<file path="config.mk">
export PLATFORM = sky130hd
export DESIGN_NAME = acc_cpu
export DESIGN_NICKNAME = d
export VERILOG_FILES = /design/src/rtl/acc_cpu_pkg.sv /design/src/rtl/acc_cpu_ctrl.sv /design/src/rtl/acc_cpu_regs.sv /design/src/rtl/acc_cpu.sv
export SDC_FILE = /design/constraint.sdc
export NUM_CORES = 1
export LEC_CHECK = 0
export CORE_MARGIN = 3
export CORE_UTILIZATION = 52
export DETAILED_ROUTE_END_ITERATION = 16
export GPL_TIMING_DRIVEN = 0
export PLACE_DENSITY = 0.9
export SYNTH_ARGS = -nofsm -noshare
export SYNTH_HDL_FRONTEND = slang
export SYNTH_HIERARCHICAL = 1
export SYNTH_SLANG_ARGS = --single-unit
</file>
<file path="constraint.sdc">
create_clock -name clk_i -period 3.3 [get_ports clk_i]
set_input_delay 0.33 -clock clk_i [delete_from_list [all_inputs] [get_ports clk_i]]
set_output_delay 0.33 -clock clk_i [all_outputs]
set_load 0.1 [all_outputs]
</file>
<file path="src/rtl/acc_cpu_pkg.sv">
package acc_cpu_pkg;
  localparam int OPC_W = 2;

  typedef enum logic [3:0] {
    S_F_ADDR   = 4'd0,
    S_F_RD     = 4'd1,
    S_F_CAP    = 4'd2,
    S_F_IR     = 4'd3,
    S_PC_INC   = 4'd4,
    S_DECODE   = 4'd5,
    S_EX_ADDR  = 4'd6,
    S_EX_RD    = 4'd7,
    S_EX_CAP   = 4'd8,
    S_EX_ALU   = 4'd9,
    S_EX_STAGE = 4'd10,
    S_EX_WR    = 4'd11,
    S_HALT     = 4'd12
  } state_e;

  typedef enum logic [OPC_W-1:0] {
    OP_LOAD  = 2'b00,
    OP_ADD   = 2'b01,
    OP_STORE = 2'b10,
    OP_HALT  = 2'b11
  } opc_e;

  typedef struct packed {
    logic mar_from_pc;
    logic mar_from_opd;
    logic mdr_from_mem;
    logic mdr_from_acc;
    logic cir_from_mdr;
    logic pc_inc;
    logic acc_load;
    logic acc_add;
    logic rd;
    logic we;
  } ctl_t;
endpackage

</file>
<file path="src/rtl/acc_cpu_ctrl.sv">
module acc_cpu_ctrl
  import acc_cpu_pkg::*;
(
  input  logic   clk_i,
  input  logic   rst_ni,
  input  opc_e   opc_i,
  output state_e state_o,
  output ctl_t   ctl_o,
  output logic   halted_o
);
  state_e state_q, state_d;

  always_comb begin
    state_d = state_q;
    unique case (state_q)
      S_F_ADDR:   state_d = S_F_RD;
      S_F_RD:     state_d = S_F_CAP;
      S_F_CAP:    state_d = S_F_IR;
      S_F_IR:     state_d = S_PC_INC;
      S_PC_INC:   state_d = S_DECODE;
      S_DECODE:   state_d = (opc_i == OP_HALT) ? S_HALT : S_EX_ADDR;
      S_EX_ADDR:  state_d = (opc_i == OP_STORE) ? S_EX_STAGE : S_EX_RD;
      S_EX_RD:    state_d = S_EX_CAP;
      S_EX_CAP:   state_d = S_EX_ALU;
      S_EX_ALU:   state_d = S_F_ADDR;
      S_EX_STAGE: state_d = S_EX_WR;
      S_EX_WR:    state_d = S_F_ADDR;
      S_HALT:     state_d = S_HALT;
      default:    state_d = S_F_ADDR;
    endcase
  end

  always_ff @(posedge clk_i or negedge rst_ni) begin
    if (!rst_ni) state_q <= S_F_ADDR;
    else         state_q <= state_d;
  end

  always_comb begin
    ctl_o              = '0;
    ctl_o.mar_from_pc  = (state_q == S_F_ADDR);
    ctl_o.mar_from_opd = (state_q == S_EX_ADDR);
    ctl_o.mdr_from_mem = (state_q == S_F_CAP) || (state_q == S_EX_CAP);
    ctl_o.mdr_from_acc = (state_q == S_EX_STAGE);
    ctl_o.cir_from_mdr = (state_q == S_F_IR);
    ctl_o.pc_inc       = (state_q == S_PC_INC);
    ctl_o.acc_load     = (state_q == S_EX_ALU) && (opc_i == OP_LOAD);
    ctl_o.acc_add      = (state_q == S_EX_ALU) && (opc_i == OP_ADD);
    ctl_o.rd           = (state_q == S_F_RD) || (state_q == S_EX_RD);
    ctl_o.we           = (state_q == S_EX_WR);
  end

  assign state_o  = state_q;
  assign halted_o = (state_q == S_HALT);

  AST_STROBE_EXCL: assert property (@(posedge clk_i) disable iff (!rst_ni)
    !(ctl_o.rd && ctl_o.we));
  AST_HALT_STICKY: assert property (@(posedge clk_i) disable iff (!rst_ni)
    (state_q == S_HALT) |=> (state_q == S_HALT));
  AST_RD_THEN_CAP: assert property (@(posedge clk_i) disable iff (!rst_ni)
    ctl_o.rd |=> ctl_o.mdr_from_mem);
endmodule

</file>
<file path="src/rtl/acc_cpu_regs.sv">
module acc_cpu_regs
  import acc_cpu_pkg::*;
#(
  parameter int ADDR_W   = 6,
  parameter int DATA_W   = 8,
  parameter int RESET_PC = 5
) (
  input  logic              clk_i,
  input  logic              rst_ni,
  input  ctl_t              ctl_i,
  input  logic [DATA_W-1:0] rdata_i,
  output logic [ADDR_W-1:0] pc_o,
  output logic [ADDR_W-1:0] mar_o,
  output logic [DATA_W-1:0] mdr_o,
  output logic [DATA_W-1:0] cir_o,
  output logic [DATA_W-1:0] acc_o
);
  localparam logic [ADDR_W-1:0] PC_RST = ADDR_W'(RESET_PC);

  logic [ADDR_W-1:0] pc_q, mar_q;
  logic [DATA_W-1:0] mdr_q, cir_q, acc_q;

  always_ff @(posedge clk_i or negedge rst_ni) begin
    if (!rst_ni) begin
      pc_q  <= PC_RST;
      mar_q <= '0;
      mdr_q <= '0;
      cir_q <= '0;
      acc_q <= '0;
    end else begin
      if (ctl_i.pc_inc)            pc_q  <= pc_q + 1'b1;
      if (ctl_i.mar_from_pc)       mar_q <= pc_q;
      else if (ctl_i.mar_from_opd) mar_q <= cir_q[ADDR_W-1:0];
      if (ctl_i.mdr_from_mem)      mdr_q <= rdata_i;
      else if (ctl_i.mdr_from_acc) mdr_q <= acc_q;
      if (ctl_i.cir_from_mdr)      cir_q <= mdr_q;
      if (ctl_i.acc_load)          acc_q <= mdr_q;
      else if (ctl_i.acc_add)      acc_q <= acc_q + mdr_q; // wraps modulo 2^DATA_W
    end
  end

  assign pc_o  = pc_q;
  assign mar_o = mar_q;
  assign mdr_o = mdr_q;
  assign cir_o = cir_q;
  assign acc_o = acc_q;

  AST_PC_STEP: assert property (@(posedge clk_i) disable iff (!rst_ni)
    (pc_q != $past(pc_q)) |-> (pc_q == $past(pc_q) + 1'b1));
  AST_CIR_FROM_MDR: assert property (@(posedge clk_i) disable iff (!rst_ni)
    (cir_q != $past(cir_q)) |-> (cir_q == $past(mdr_q)));
endmodule

</file>
<file path="src/rtl/acc_cpu.sv">
module acc_cpu
  import acc_cpu_pkg::*;
#(
  parameter int ADDR_W   = 6,
  parameter int RESET_PC = 5,
  localparam int DATA_W  = OPC_W + ADDR_W
) (
  input  logic              clk_i,
  input  logic              rst_ni,
  output logic [ADDR_W-1:0] mem_addr_o,
  output logic [DATA_W-1:0] mem_wdata_o,
  input  logic [DATA_W-1:0] mem_rdata_i,
  output logic              mem_rd_o,
  output logic              mem_we_o,
  output logic              halted_o,
  output logic [3:0]        dbg_state_o,
  output logic [ADDR_W-1:0] dbg_pc_o,
  output logic [ADDR_W-1:0] dbg_mar_o,
  output logic [DATA_W-1:0] dbg_mdr_o,
  output logic [DATA_W-1:0] dbg_cir_o,
  output logic [DATA_W-1:0] dbg_acc_o
);
  state_e            state;
  ctl_t              ctl;
  logic [ADDR_W-1:0] pc, mar;
  logic [DATA_W-1:0] mdr, cir, acc;
  opc_e              opc;

  assign opc = opc_e'(cir[DATA_W-1 -: OPC_W]);

  acc_cpu_ctrl u_ctrl (
    .clk_i    (clk_i),
    .rst_ni   (rst_ni),
    .opc_i    (opc),
    .state_o  (state),
    .ctl_o    (ctl),
    .halted_o (halted_o)
  );

  acc_cpu_regs #(
    .ADDR_W   (ADDR_W),
    .DATA_W   (DATA_W),
    .RESET_PC (RESET_PC)
  ) u_regs (
    .clk_i   (clk_i),
    .rst_ni  (rst_ni),
    .ctl_i   (ctl),
    .rdata_i (mem_rdata_i),
    .pc_o    (pc),
    .mar_o   (mar),
    .mdr_o   (mdr),
    .cir_o   (cir),
    .acc_o   (acc)
  );

  assign mem_addr_o  = mar;
  assign mem_wdata_o = mdr;
  assign mem_rd_o    = ctl.rd;
  assign mem_we_o    = ctl.we;
  assign dbg_state_o = state;
  assign dbg_pc_o    = pc;
  assign dbg_mar_o   = mar;
  assign dbg_mdr_o   = mdr;
  assign dbg_cir_o   = cir;
  assign dbg_acc_o   = acc;

  AST_ACC_ONLY_IN_ALU: assert property (@(posedge clk_i) disable iff (!rst_ni)
    (acc != $past(acc)) |-> ($past(state) == S_EX_ALU));
  AST_HALT_FROZEN: assert property (@(posedge clk_i) disable iff (!rst_ni)
    (halted_o && $past(halted_o)) |-> ($stable(pc) && $stable(acc) && $stable(mdr)
                                       && !mem_rd_o && !mem_we_o));
  AST_WE_FROM_STAGE: assert property (@(posedge clk_i) disable iff (!rst_ni)
    $rose(mem_we_o) |-> ($past(state) == S_EX_STAGE));
endmodule

</file>
==> run metrics <==
outcome=finished clean; Final Wtd Congestion=between 0.9 and 1; initial antenna violation count=0; Routed wire per std cell=15.6 um; CP max FO=10; port buffer count=66; DRT Pass-1 Iters=5; total track usage=between 20% and 30%; register bit total from synthesis=40; vias in the first global route=just under 2000; synth top area cells=dfrtp_1 (40%), mux2i_1 (6.8%), o21ai_0 (4.9%); cell taking the most area after synthesis=dfrtp_1; Syn. warnings=6; clock-pin slew on the worst setup and hold paths=around 80 ps; Hold WC Path Type=in2async; final setup fails=0; # H-tree levels=2; setup TNS=0 ps; CTS tree=built; Vias per Instance=5.69; CTS Sinks=40; fillers=roughly 310; mapped cell area=approximately 2400 sq um; DR iter-0 viols=between 100 and 150; CTS Buf Count=5; Starting Density=between 50% and 60%; vias=2048; Critical Path Source Type=register; final layout net count=around 330; hpwl dp=4.06 mm; Achievable Freq=0.359 GHz; dominant synthesized flop cell=dfrtp_1; final design instance area without fill=~3200 sq um; ANT nets after route=0; layout cells sized above 1=between 10% and 20%; highest cell delay on the worst timing path=between 1000 and 1500 ps; Layout Skew=10.2 ps; total nets after synthesis=approximately 260; CP max stage cell=clkdlybuf4s50_1; Synth-to-Final Area Change=35.3%; top-count cell post-synth=dfrtp_1; most instantiated cells after synthesis=dfrtp_1 (38), nand2_1 (28), o21ai_0 (23), mux2i_1 (16), buf_4 (15); number of antenna diodes=0; worst path buffer plus inverter count=2; boundary pin count=67; DR DRC count=0; Worst Tran Pin Value=1000 ps; area used by multi-input combinational logic=roughly 1200 sq um; Sequential cell area=between 1000 and 1500 sq um; Distinct cells, synth=between 40 and 50; WS Path Type=reg2out; cells along the critical path=buf_2 > or2_1 > a21oi_1 > clkdlybuf4s50_1; Resized Gates After CTS=0; # hold bufs at CTS=0; Hold Violations, Final=0; placed cell area=a little over 3000 sq um; Cells after Synth=approximately 240; Die Y=about 73 um; delay-heaviest family, CP=buffers and inverters; largest net degree at the start of global routing=a little over 40; Seq/Total Area, Yosys=42.6%; RSZ-0062 raised after global routing=no; clk buf depth=2; Mean Syn Cell Area=between 9 and 10 sq um; Hold WS=roughly 150 ps; row count=23; total wire length=between 5 and 6 mm; Die Footprint=5370 sq um; Die X=about 73 um; wire length of the first global-routing pass=9.32 mm; core area=about 4200 sq um; Critical Path Sink Type=output port; Final Max Slew Viols=0; crit path time final=between 2000 and 3000 ps; root buf cell=clkbuf_8; share of the synthesized area in the top cell type=about two fifths; Worst-Skew Late Latency=290 ps; FFs w/ async S/R, synth=between 90% and 100%; Period Utilization, post-route=approximately 84%; Post-CTS Setup Inserts=0; Max Cap Viol=0; critical path required time=around 3000 ps; Post-synth EDFFs=0; Crit path arrival time=2450 ps; Rel. slew slack=33.0%; grt total ovfl=0
[routing by layer]
metal	part of all wire [%]	track usage (%)	vias up
met3	8.0	6.43	6
met2	47	34.3	83
li1	-	-	970
met4	1.1	5.74	0
met5	0	0	-
met1	44	31.1	989
[worst paths after layout]
kind | from | end | slack, ps | cells after the start
setup / recovery | u_ctrl/state_o[2] | mem_rd_o | 520 | 4
hold / removal | rst_ni | u_regs/cir_o[7] | 150 | 1
setup reg to reg | u_ctrl/state_o[3] | u_regs/acc_o[7] | 740 | 7
hold reg to reg | u_regs/pc_o[5] | u_regs/pc_o[5] | 520 | 1
max in group asynchronous | rst_ni | u_regs/cir_o[5] | 2610 | 1
min in group clk_i | u_regs/pc_o[5] | u_regs/pc_o[5] | 520 | 1
[cell usage in the layout, fill, tap and decap left out, types with 3 or more instances in the layout]
cell type / n
nand2b_1: 3
a21o_1: 3
or3_1: 3
xnor2_1: 4
nand4_1: 3
nor4_1: 3
nand3_1: 3
buf_2: 3
nand3b_1: 4
o21ai_0: 23
buf_4: 15
a21oi_1: 13
clkbuf_8: 6
clkdlybuf4s50_1: 65
dfrtp_1: 38
nor3_1: 5
ha_1: 8
mux2_2: 9
nor2b_1: 4
clkbuf_1: 8
inv_1: 5
nor2_1: 5
mux2i_1: 16
nand2_1: 28
nor3_2: 3
[registers in the layout, indices dropped and copies added (netlist names)]
name	flops
u_regs/pc_o	6
u_ctrl/state_o	4
u_regs/cir_o	8
u_regs/acc_o	8
u_regs/mdr_o	8
u_regs/mar_o	6
[cells by family (layout without fill, tap and decap cells)]
kind of cell	Yosys count	after routing	share of synthesized area (%)
AOI/OAI and AO/OA	53	53	14.4
xor gates and xnor gates	6	6	2.23
adders and majority gates	9	9	5.10
buffers and inverters	31	105	8.19
DFF	40	40	42.6
muxes	25	25	11.1
and+or+nand+nor	72	72	16.3
[area by class of cell]
class	count	share of cell area [%]
Inverter	5	0.589
Timing Repair Buffer	66	20.6
Tap cell	50	1.96
Buffer	26	5.46
Multi-Input combinational cell	165	36.5
Clock inverter	2	1.10
Clock buffer	6	2.28
Sequential cell	40	31.5
[metrics by stage]
stage	utilization (%)	setup slack, ps	cells
after floorplan	-	135	236
after global placement	73.9	875	352
after detailed placement	73.7	834	352
after CTS	76.3	510	360
after global routing	76.3	424	360
final	76.3	517	360
Power is not shown: default switching activity piles up to over one toggle a cycle in this logic, so the estimate is an artifact.
